===== config.mk =====
export PLATFORM = sky130hd
export DESIGN_NAME = sgpio_evt_det
export DESIGN_NICKNAME = d
export VERILOG_FILES = /design/src/rtl/sgpio_evt_pkg.sv /design/src/rtl/sgpio_evt_cfg.sv /design/src/rtl/sgpio_evt_edge.sv /design/src/rtl/sgpio_evt_status.sv /design/src/rtl/sgpio_evt_det.sv
export SDC_FILE = /design/constraint.sdc
export NUM_CORES = 1
export LEC_CHECK = 0
export BUFFER_PORTS_ARGS = -buffer_cell sky130_fd_sc_hd__buf_2
export CORE_ASPECT_RATIO = 0.5
export CORE_MARGIN = 5
export CORE_UTILIZATION = 40
export DETAILED_ROUTE_END_ITERATION = 7
export HOLD_SLACK_MARGIN = 0.02
export PLACE_DENSITY = 0.63
export SYNTH_ARGS = -nofsm -noshare
export SYNTH_HDL_FRONTEND = slang
export SYNTH_SLANG_ARGS = --single-unit

===== constraint.sdc =====
create_clock -name clk -period 2.45 [get_ports clk]
set_input_delay 0.1225 -clock clk [delete_from_list [all_inputs] [get_ports clk]]
set_output_delay 0.1225 -clock clk [all_outputs]
set_load 0.01 [all_outputs]

===== src/rtl/sgpio_evt_pkg.sv =====
package sgpio_evt_pkg;
  // Two-bit edge selection field, one per input pin
  localparam int FIELD_W = 2;
  localparam int RISE_BIT = 0;
  localparam int FALL_BIT = 1;

  typedef enum logic [1:0] {
    ACC_NONE = 2'd0,
    ACC_CFG  = 2'd1,
    ACC_STS  = 2'd2
  } acc_kind_e;
endpackage


===== src/rtl/sgpio_evt_cfg.sv =====
module sgpio_evt_cfg #(
  parameter int NUM_PORTS = 8,
  parameter int PORT_W    = 8,
  parameter int PIDX_W    = 3,
  localparam int NPIN     = NUM_PORTS * PORT_W,
  localparam int CFG_W    = sgpio_evt_pkg::FIELD_W * PORT_W
) (
  input  logic              clk,
  input  logic              rst,
  input  logic              wr_en,
  input  logic [PIDX_W-1:0] wr_port,
  input  logic [CFG_W-1:0]  wr_data,
  input  logic [PIDX_W-1:0] rd_port,
  output logic [CFG_W-1:0]  rd_data,
  output logic [NPIN-1:0]   rise_en,
  output logic [NPIN-1:0]   fall_en
);
  import sgpio_evt_pkg::*;

  logic [CFG_W-1:0] cfg_q [NUM_PORTS];

  always_ff @(posedge clk) begin
    if (rst) begin
      for (int p = 0; p < NUM_PORTS; p++) cfg_q[p] <= '0;
    end else if (wr_en) begin
      cfg_q[wr_port] <= wr_data;
    end
  end

  assign rd_data = cfg_q[rd_port];

  for (genvar p = 0; p < NUM_PORTS; p++) begin : g_port
    for (genvar k = 0; k < PORT_W; k++) begin : g_pin
      assign rise_en[p*PORT_W + k] = cfg_q[p][k*FIELD_W + RISE_BIT];
      assign fall_en[p*PORT_W + k] = cfg_q[p][k*FIELD_W + FALL_BIT];
    end
  end
endmodule


===== src/rtl/sgpio_evt_edge.sv =====
module sgpio_evt_edge #(
  parameter int NPIN = 64
) (
  input  logic            clk,
  input  logic            rst,
  input  logic            det_en,
  input  logic            scan_valid,
  input  logic [NPIN-1:0] scan_data,
  input  logic [NPIN-1:0] rise_en,
  input  logic [NPIN-1:0] fall_en,
  output logic [NPIN-1:0] hits,
  output logic            ref_valid
);
  logic [NPIN-1:0] prev_q;
  logic            ref_q;

  always_ff @(posedge clk) begin
    if (rst) begin
      prev_q <= '0;
      ref_q  <= 1'b0;
    end else begin
      if (scan_valid) prev_q <= scan_data;
      if (!det_en)         ref_q <= 1'b0;
      else if (scan_valid) ref_q <= 1'b1;
    end
  end

  always_comb begin
    hits = '0;
    if (scan_valid && det_en && ref_q)
      hits = (rise_en & ~prev_q & scan_data) | (fall_en & prev_q & ~scan_data);
  end

  assign ref_valid = ref_q;
endmodule


===== src/rtl/sgpio_evt_status.sv =====
module sgpio_evt_status #(
  parameter int NUM_PORTS = 8,
  parameter int PORT_W    = 8,
  parameter int PIDX_W    = 3,
  localparam int NPIN     = NUM_PORTS * PORT_W
) (
  input  logic              clk,
  input  logic              rst,
  input  logic [NPIN-1:0]   hits,
  input  logic              clr_en,
  input  logic [PIDX_W-1:0] clr_port,
  input  logic [PORT_W-1:0] clr_mask,
  input  logic [PIDX_W-1:0] rd_port,
  output logic [PORT_W-1:0] rd_data,
  output logic [NPIN-1:0]   sts,
  output logic              irq
);
  logic [NPIN-1:0] sts_q, sts_n, clr_vec;
  logic            irq_q;

  for (genvar p = 0; p < NUM_PORTS; p++) begin : g_clr
    assign clr_vec[p*PORT_W +: PORT_W] =
      (clr_en && clr_port == PIDX_W'(p)) ? clr_mask : '0;
  end

  // a fresh event outranks a clear landing on the same edge
  assign sts_n = (sts_q & ~clr_vec) | hits;

  always_ff @(posedge clk) begin
    if (rst) begin
      sts_q <= '0;
      irq_q <= 1'b0;
    end else begin
      sts_q <= sts_n;
      irq_q <= |sts_n;
    end
  end

  assign rd_data = sts_q[rd_port*PORT_W +: PORT_W];
  assign sts     = sts_q;
  assign irq     = irq_q;
endmodule


===== src/rtl/sgpio_evt_det.sv =====
module sgpio_evt_det #(
  parameter int NUM_PORTS = 8,
  parameter int PORT_W    = 8,
  parameter int ADDR_W    = 6,
  parameter int CFG_BASE  = 16,
  parameter int STS_BASE  = 32,
  localparam int NPIN     = NUM_PORTS * PORT_W,
  localparam int DATA_W   = sgpio_evt_pkg::FIELD_W * PORT_W,
  localparam int PIDX_W   = (NUM_PORTS > 1) ? $clog2(NUM_PORTS) : 1
) (
  input  logic              clk,
  input  logic              rst,
  input  logic              det_en,
  input  logic              scan_valid,
  input  logic [NPIN-1:0]   scan_data,
  input  logic              reg_we,
  input  logic [ADDR_W-1:0] reg_addr,
  input  logic [DATA_W-1:0] reg_wdata,
  output logic [DATA_W-1:0] reg_rdata,
  output logic              irq
);
  import sgpio_evt_pkg::*;

  acc_kind_e         acc;
  logic [PIDX_W-1:0] acc_port;
  logic [ADDR_W-1:0] cfg_off, sts_off;

  assign cfg_off = reg_addr - ADDR_W'(CFG_BASE);
  assign sts_off = reg_addr - ADDR_W'(STS_BASE);

  always_comb begin
    acc      = ACC_NONE;
    acc_port = '0;
    if (reg_addr >= ADDR_W'(CFG_BASE) && !cfg_off[0] &&
        (cfg_off >> 1) < ADDR_W'(NUM_PORTS)) begin
      acc      = ACC_CFG;
      acc_port = PIDX_W'(cfg_off >> 1);
    end else if (reg_addr >= ADDR_W'(STS_BASE) &&
                 sts_off < ADDR_W'(NUM_PORTS)) begin
      acc      = ACC_STS;
      acc_port = PIDX_W'(sts_off);
    end
  end

  logic [DATA_W-1:0] cfg_rd;
  logic [PORT_W-1:0] sts_rd;
  logic [NPIN-1:0]   rise_en, fall_en, hits, sts_flat;
  logic              ref_valid;
  logic [DATA_W-1:0] rdata_q;

  sgpio_evt_cfg #(.NUM_PORTS(NUM_PORTS), .PORT_W(PORT_W), .PIDX_W(PIDX_W)) u_cfg (
    .clk     (clk),
    .rst     (rst),
    .wr_en   (reg_we && acc == ACC_CFG),
    .wr_port (acc_port),
    .wr_data (reg_wdata),
    .rd_port (acc_port),
    .rd_data (cfg_rd),
    .rise_en (rise_en),
    .fall_en (fall_en)
  );

  sgpio_evt_edge #(.NPIN(NPIN)) u_edge (
    .clk        (clk),
    .rst        (rst),
    .det_en     (det_en),
    .scan_valid (scan_valid),
    .scan_data  (scan_data),
    .rise_en    (rise_en),
    .fall_en    (fall_en),
    .hits       (hits),
    .ref_valid  (ref_valid)
  );

  sgpio_evt_status #(.NUM_PORTS(NUM_PORTS), .PORT_W(PORT_W), .PIDX_W(PIDX_W)) u_sts (
    .clk      (clk),
    .rst      (rst),
    .hits     (hits),
    .clr_en   (reg_we && acc == ACC_STS),
    .clr_port (acc_port),
    .clr_mask (reg_wdata[PORT_W-1:0]),
    .rd_port  (acc_port),
    .rd_data  (sts_rd),
    .sts      (sts_flat),
    .irq      (irq)
  );

  always_ff @(posedge clk) begin
    if (rst) begin
      rdata_q <= '0;
    end else begin
      case (acc)
        ACC_CFG: rdata_q <= cfg_rd;
        ACC_STS: rdata_q <= DATA_W'(sts_rd);
        default: rdata_q <= '0;
      endcase
    end
  end

  assign reg_rdata = rdata_q;
endmodule


* Word level (Yosys, flattened, before mapping) *
Memories as Yosys holds them, arrays and structs flattened.
Index checks and enable logic that the tools add are counted.

storage, ports and cells
  RAM bits = 128
  output and inout bits = 17
  memories = 1
  input port bits = 91
  logic and storage cells = 75
  register bits = 146

operators by class
  mux-type cells = 22
  add/sub/neg operators = 2
  reductions and logical operators = 20
  bitwise operators = 11
  equality and inequality tests = 9
  magnitude comparators = 4
  shift operators = 1

memories
  name         words  bits a word  read ports  clocked after Yosys merged registers in  wr ports  line                 text
  u_cfg.cfg_q  8      16           9           0                                        8         sgpio_evt_cfg.sv:20  logic [CFG_W-1:0] cfg_q [NUM_PORTS];

operator list
  operator               count
  $and A64 B64 Y64       5
  $not A64 Y64           3
  $or A64 B64 Y64        2
  $mux W64               1
  $mux W8                8
  $reduce_or A64 Y1      1
  $shiftx A64 B7 Y8      1
  $pmux W16 S2           1
  $mux W16               1
  $reduce_or A16 Y1      1
  $logic_and A1 B1 Y1    15
  $eq A3 B3 Y1 const B   4
  $mux W3                3
  $eq A3 B2 Y1 const B   2
  $ge A6 B5 Y1 const B   1
  $ge A6 B6 Y1 const B   1
  $lt A6 B4 Y1 const B   1
  $mux W1                6
  $sub A6 B5 Y6 const B  1
  $sub A6 B6 Y6 const B  1
  $lt A5 B4 Y1 const B   1
  $mux W2                2
  $eq A3 B1 Y1 const B   1
  $logic_not A3 Y1       1
  5 further kinds        5

* Longest topological paths before layout *
  depth in word-level cells = 13
  gate-level depth with buffers = 11
  depth with buffers taken out = 7

* Hierarchy *
From an unflattened synthesis, not the netlist that was laid out.

unflattened totals
  cells, all modules = 1224
  area total of the unflattened synthesis = 13630.6 um2

modules (own cells, without submodules)
  module            cells an instance  times used  area an instance (um2)  seq. area each (um2)
  sgpio_evt_cfg     373                1           5865.6                  3843.7
  sgpio_evt_edge    409                1           3686.0                  1301.2
  sgpio_evt_status  382                1           3364.5                  1301.2
  sgpio_evt_det     60                 1           714.4                   320.3

* Least setup slack after synthesis *
OpenSTA, ideal clock, no wires.

  path type = input-to-reg
  start point = input reg_addr[3]
  end point = memory u_cfg.cfg_q[6][0] (netlist name) (enable)
  cell stages on the path = 7
  buffers on the path = 1
  setup slack = 0.423 ns
  arrival = 1.693 ns
  setup time = 0.334 ns
  required time = 2.116 ns
  cell sequence = or3b_1 buf_2 nor2_1 a31oi_1 or2_1 nor3_2 or2_2

RTL lines
  item                line                 text
  start: declaration  sgpio_evt_det.sv:17  input logic [ADDR_W-1:0] reg_addr,
  end: declaration    sgpio_evt_cfg.sv:20

==> run summary <==
The flow ran to the end, and the final reports show no timing, DRC or antenna violations. Using the TritonRoute via totals, the vias-per-cell ratio works out to 5.728. Summed over all nets, the half-perimeter wirelength after detailed placement is 36.64 mm.

The worst-path maximum fanout is 2, and the standard cell core area is 31710 µm². The transition at the pin with the smallest max-transition slack works out to 0.9896 ns. The post-place setup slack was 0.05778 ns. For the worst slew margin relative to its limit, the log shows 33.33%. The analysis attributes to cell leakage a power of 6.230 nW.

The proportion of netlist area held by the largest area contributor is 29.86%. The via count of the first global-routing pass is 11170. TritonCTS built the clock tree.

The tools report the sequential area share after synthesis as 52.56%. The storage element area was 6766 µm². Setup repair after global routing left no endpoint under its margin. Of the available clock period, the critical path in the final layout requires 91.69%.

The count of nets left with antenna violations once routing finished came out at 0. The finished layout holds 2016 standard cells, fillers aside. The largest clock skew in the final design is 0.01236 ns. The number of nets handed over by synthesis was 1447. The height of the chip is 136.9 µm. Kind of end point of the critical path: a register.

The count of input and output buffers works out to 107. Across the run, the number of max-cap violations was 0. In the synthesized netlist the dominant register cell turns out to be dfxtp_1. The power per cell area works out to 679.9 nW/µm².

The tightest min-delay check is of the in2reg type. A synthesized cell averages 9.494 µm². The hold-critical path depth was 3.

The path with the worst hold slack has its endpoint at u_sts.sts[62]$_SDFF_PP0_. The largest net degree at the start of global routing came out at 123. The number of H-tree branching levels is 1, and the number of hold violations in the final report is 0. Routed wire length: 49.74 mm. Hold path startpoint: rst.

Global routing finished with a remaining overflow of 0. The logs give 27 for the TritonCTS buffer count and 0 for the total inserted antenna cells. Clock tree synthesis found a total of 274 sinks. The die covers 36090 µm².

On the critical path, the stage with the largest delay is an instance of or3_1. For the maximum number of buffers from clock root to sink, the log shows 3. Post-synthesis cell type count: 57. For this configuration, the core starts out at a cell density of 40.59%.

The tools report the setup TNS as 0 ns. Post-CTS timing repair inserted 0 buffers for setup. The root buffer selected by CTS is clkbuf_16. Setup violations remaining at the end of the flow were counted as 0. The synthesized design contains 128 enable-type register cells. The synthesized design spends more area on one cell type than any other, namely edfxtp_1. The critical path required time was 2.86 ns.

The number of instances in the synthesized netlist came out at 1356. In the final layout, the multi-input gates occupy 5741 µm². At the end of routability-driven placement, the weighted congestion stood at 1.003. By startpoint and endpoint, the worst setup path is classified as reg2reg. The number of warning messages in the yosys log is 0. The max-slew violation total from the final report is 0. Minimum clock period after layout: 2.247 ns.

For this run, the total global-route usage over all layers was measured as 26.86%. The logs give 0.20 ns for the worst-case register-to-register setup slack and 72.53 mm for the first-pass GRT wire length. The worst register-to-register path ends at u_sts.irq$_SDFF_PP0_. The highest ir drop seen on vdd came out at 0.3929 mV. STA puts the critical path data arrival time at 2.66 ns. The number of top-level design ports was 108; the synthesized flop and latch total was 274. The first-pass detailed-route iteration total was 7. On the worst path, the slowest cell contributes a delay of 0.49 ns.

For the clock latency on the worst-skew pair, the log shows 0.57 ns. The number of gates resized after CTS was 0; the horizontal extent of the die was 263.7 µm. The floorplan has 46 rows.

Final worst setup slack: 0.2035 ns. Traced cell by cell, the critical path runs through nand3b_1 > a21oi_1 > or3_1 > a221oi_1 > nand4_1 > nor4_1 > a41oi_1. Count of nets after finishing: 1654. The run gives 11550 as the detailed-route via count. Summing every instance area after synthesis gives 12870 µm². The startpoint type of the worst setup path is a register.

The average wire length per cell after detail routing is 24.67 µm. Counting tap cells, the placed design contains a total of 1899 instances. The fraction of final layout cells sized beyond drive strength 1 was 16.73%. Based on the critical path, the design can be clocked at up to 445.1 MHz. After layout, the design draws a total of 0.01091 W. The number of filler instances in the final layout was 2940.

After the first detailed-routing iteration, the DRC count stood at 1404. The initial antenna violation count came out at 5. The synthesis-to-layout area growth was 24.68%. The share of synthesized flip-flops with an asynchronous set or reset was 0%; the count of hold buffers inserted by post-cts repair was 67. Startpoint of the most critical register-to-register path: u_cfg.cfg_q[1][10]$_SDFFCE_PN0P_.

Sorting the synthesized cells by area gives the leading types as edfxtp_1, dfxtp_1, and2_1. Clock-pin slew was measured on the worst setup and hold paths at 0.07 ns. The depth of the worst register-to-register path works out to 7.

For this run, design rule violations remaining after detail routing come to 0.
[worst max-delay path: cells and delay by family (launching register included)]
kind	cells	cell delay, ns
simple gates	4	1.11
compound gates	3	0.56
flops	1	0.42
[per-stage QoR]
| step | hold slack, ns | area [µm²] | util, % |
|---|---|---|---|
| 2_1_floorplan | 0.2700 | 12870 | - |
| 3_3_place_gp | 0.3810 | 14420 | 45.47 |
| 3_5_place_dp | 0.3959 | 14420 | 45.47 |
| 4_1_cts | 0.02426 | 16050 | 50.61 |
| 5_1_grt | 0.04698 | 16050 | 50.61 |
| 6_report | 0.04923 | 16050 | 50.61 |
[placed cells by master (no fill, tap or decap), types with 6 or more instances in the layout]
cell,instances
nor2_1,173
a31oi_1,17
buf_12,10
nand2_1,161
nor2b_1,19
a21oi_1,12
a221oi_1,6
clkbuf_1,6
dlygate4sd3_1,67
nor3_1,13
clkinv_2,6
nand3_1,35
edfxtp_1,128
and2_1,136
or2_2,9
o21a_1,10
o21ai_0,92
mux2i_1,64
o22ai_1,50
dfxtp_1,146
inv_1,8
a311oi_1,6
or3_1,6
bufinv_16,6
buf_2,105
o31ai_1,9
a22oi_1,42
nand3b_1,66
nand4_1,10
a22o_1,6
clkbuf_16,27
buf_4,82
[flip-flops by register name, indices dropped and copies added, names as in the netlist]
register	count
u_sts.irq	1
u_sts.sts	64
u_edge.prev_q	64
u_cfg.cfg_q	128
u_edge.ref_valid	1
reg_rdata	16
[synthesized netlist by cell type, types with 2 or more instances]
cell type	number
and3_1	2
and3b_1	2
nor3_1	13
o21ai_1	2
nand4_1	10
or3b_1	2
and2_1	136
nor3_2	5
clkbuf_1	54
and4_1	2
nor2_1	173
nand3_1	35
mux2i_1	64
a21oi_1	12
buf_2	14
o31ai_1	9
nor4_1	5
or2_2	9
edfxtp_1	128
nand2b_1	4
a22o_1	6
nor2b_1	19
a311oi_1	6
dfxtp_1	146
a22oi_1	42
o22ai_2	2
o21ai_0	92
buf_1	16
a31oi_1	17
nand2_1	161
nand3b_1	66
o22ai_1	50
or3_1	6
a221oi_1	6
o21a_1	10
nor3_4	2
inv_1	8
[logic make-up after synthesis]
family	after synthesis	synth area share (%)
AO/OA/AOI/OAI	263	13.05
buffers and inverters	94	2.916
flip-flops	274	52.56
multiplexers	64	4.976
AND/OR/NAND/NOR	661	26.49
[worst max path at each step]
stage	start	endpoint	slack [ns]	depth (start not counted)
floorplan	reg_addr[3]	u_cfg.cfg_q[6][0]$_SDFFCE_PN0P_	0.42	7
global placement	reg_addr[3]	u_sts.irq$_SDFF_PP0_	0.1	10
detailed placement	reg_addr[3]	u_sts.irq$_SDFF_PP0_	0.06	9
CTS	u_edge.ref_valid$_SDFFE_PP0P_	u_sts.irq$_SDFF_PP0_	0.24	6
global route	u_edge.ref_valid$_SDFFE_PP0P_	u_sts.irq$_SDFF_PP0_	0.02	7
finish	u_cfg.cfg_q[1][10]$_SDFFCE_PN0P_	u_sts.irq$_SDFF_PP0_	0.20	7
[report_power, final]
| group | leakage, nW | internal [W] | total (W) | switching (W) |
|---|---|---|---|---|
| combinational | 3.36 | 0.000461 | 0.00121 | 0.000750 |
| sequential | 2.41 | 0.00498 | 0.00512 | 0.000137 |
| clock | 0.467 | 0.00271 | 0.00458 | 0.00188 |
[cell type report]
type / instances / area share [%]
inverters: 8 / 0.1871
flip-flops and latches: 274 / 42.16
clock buffers: 34 / 4.436
clock inverters: 16 / 1.551
multi-input cells: 988 / 35.77
well taps: 432 / 3.368
repair buffers: 264 / 12.54
[metal layers]
metal / vias to the layer above / GRT usage [%] / part of all wire [%]
li1: 5248 / - / -
met1: 5647 / 37.64 / 44
met2: 554 / 38.59 / 40
met3: 90 / 10.85 / 13
met4: 8 / 7.244 / 2.9
met5: - / 0 / 0.11
Note: power is estimated with default switching activity, not from simulation.
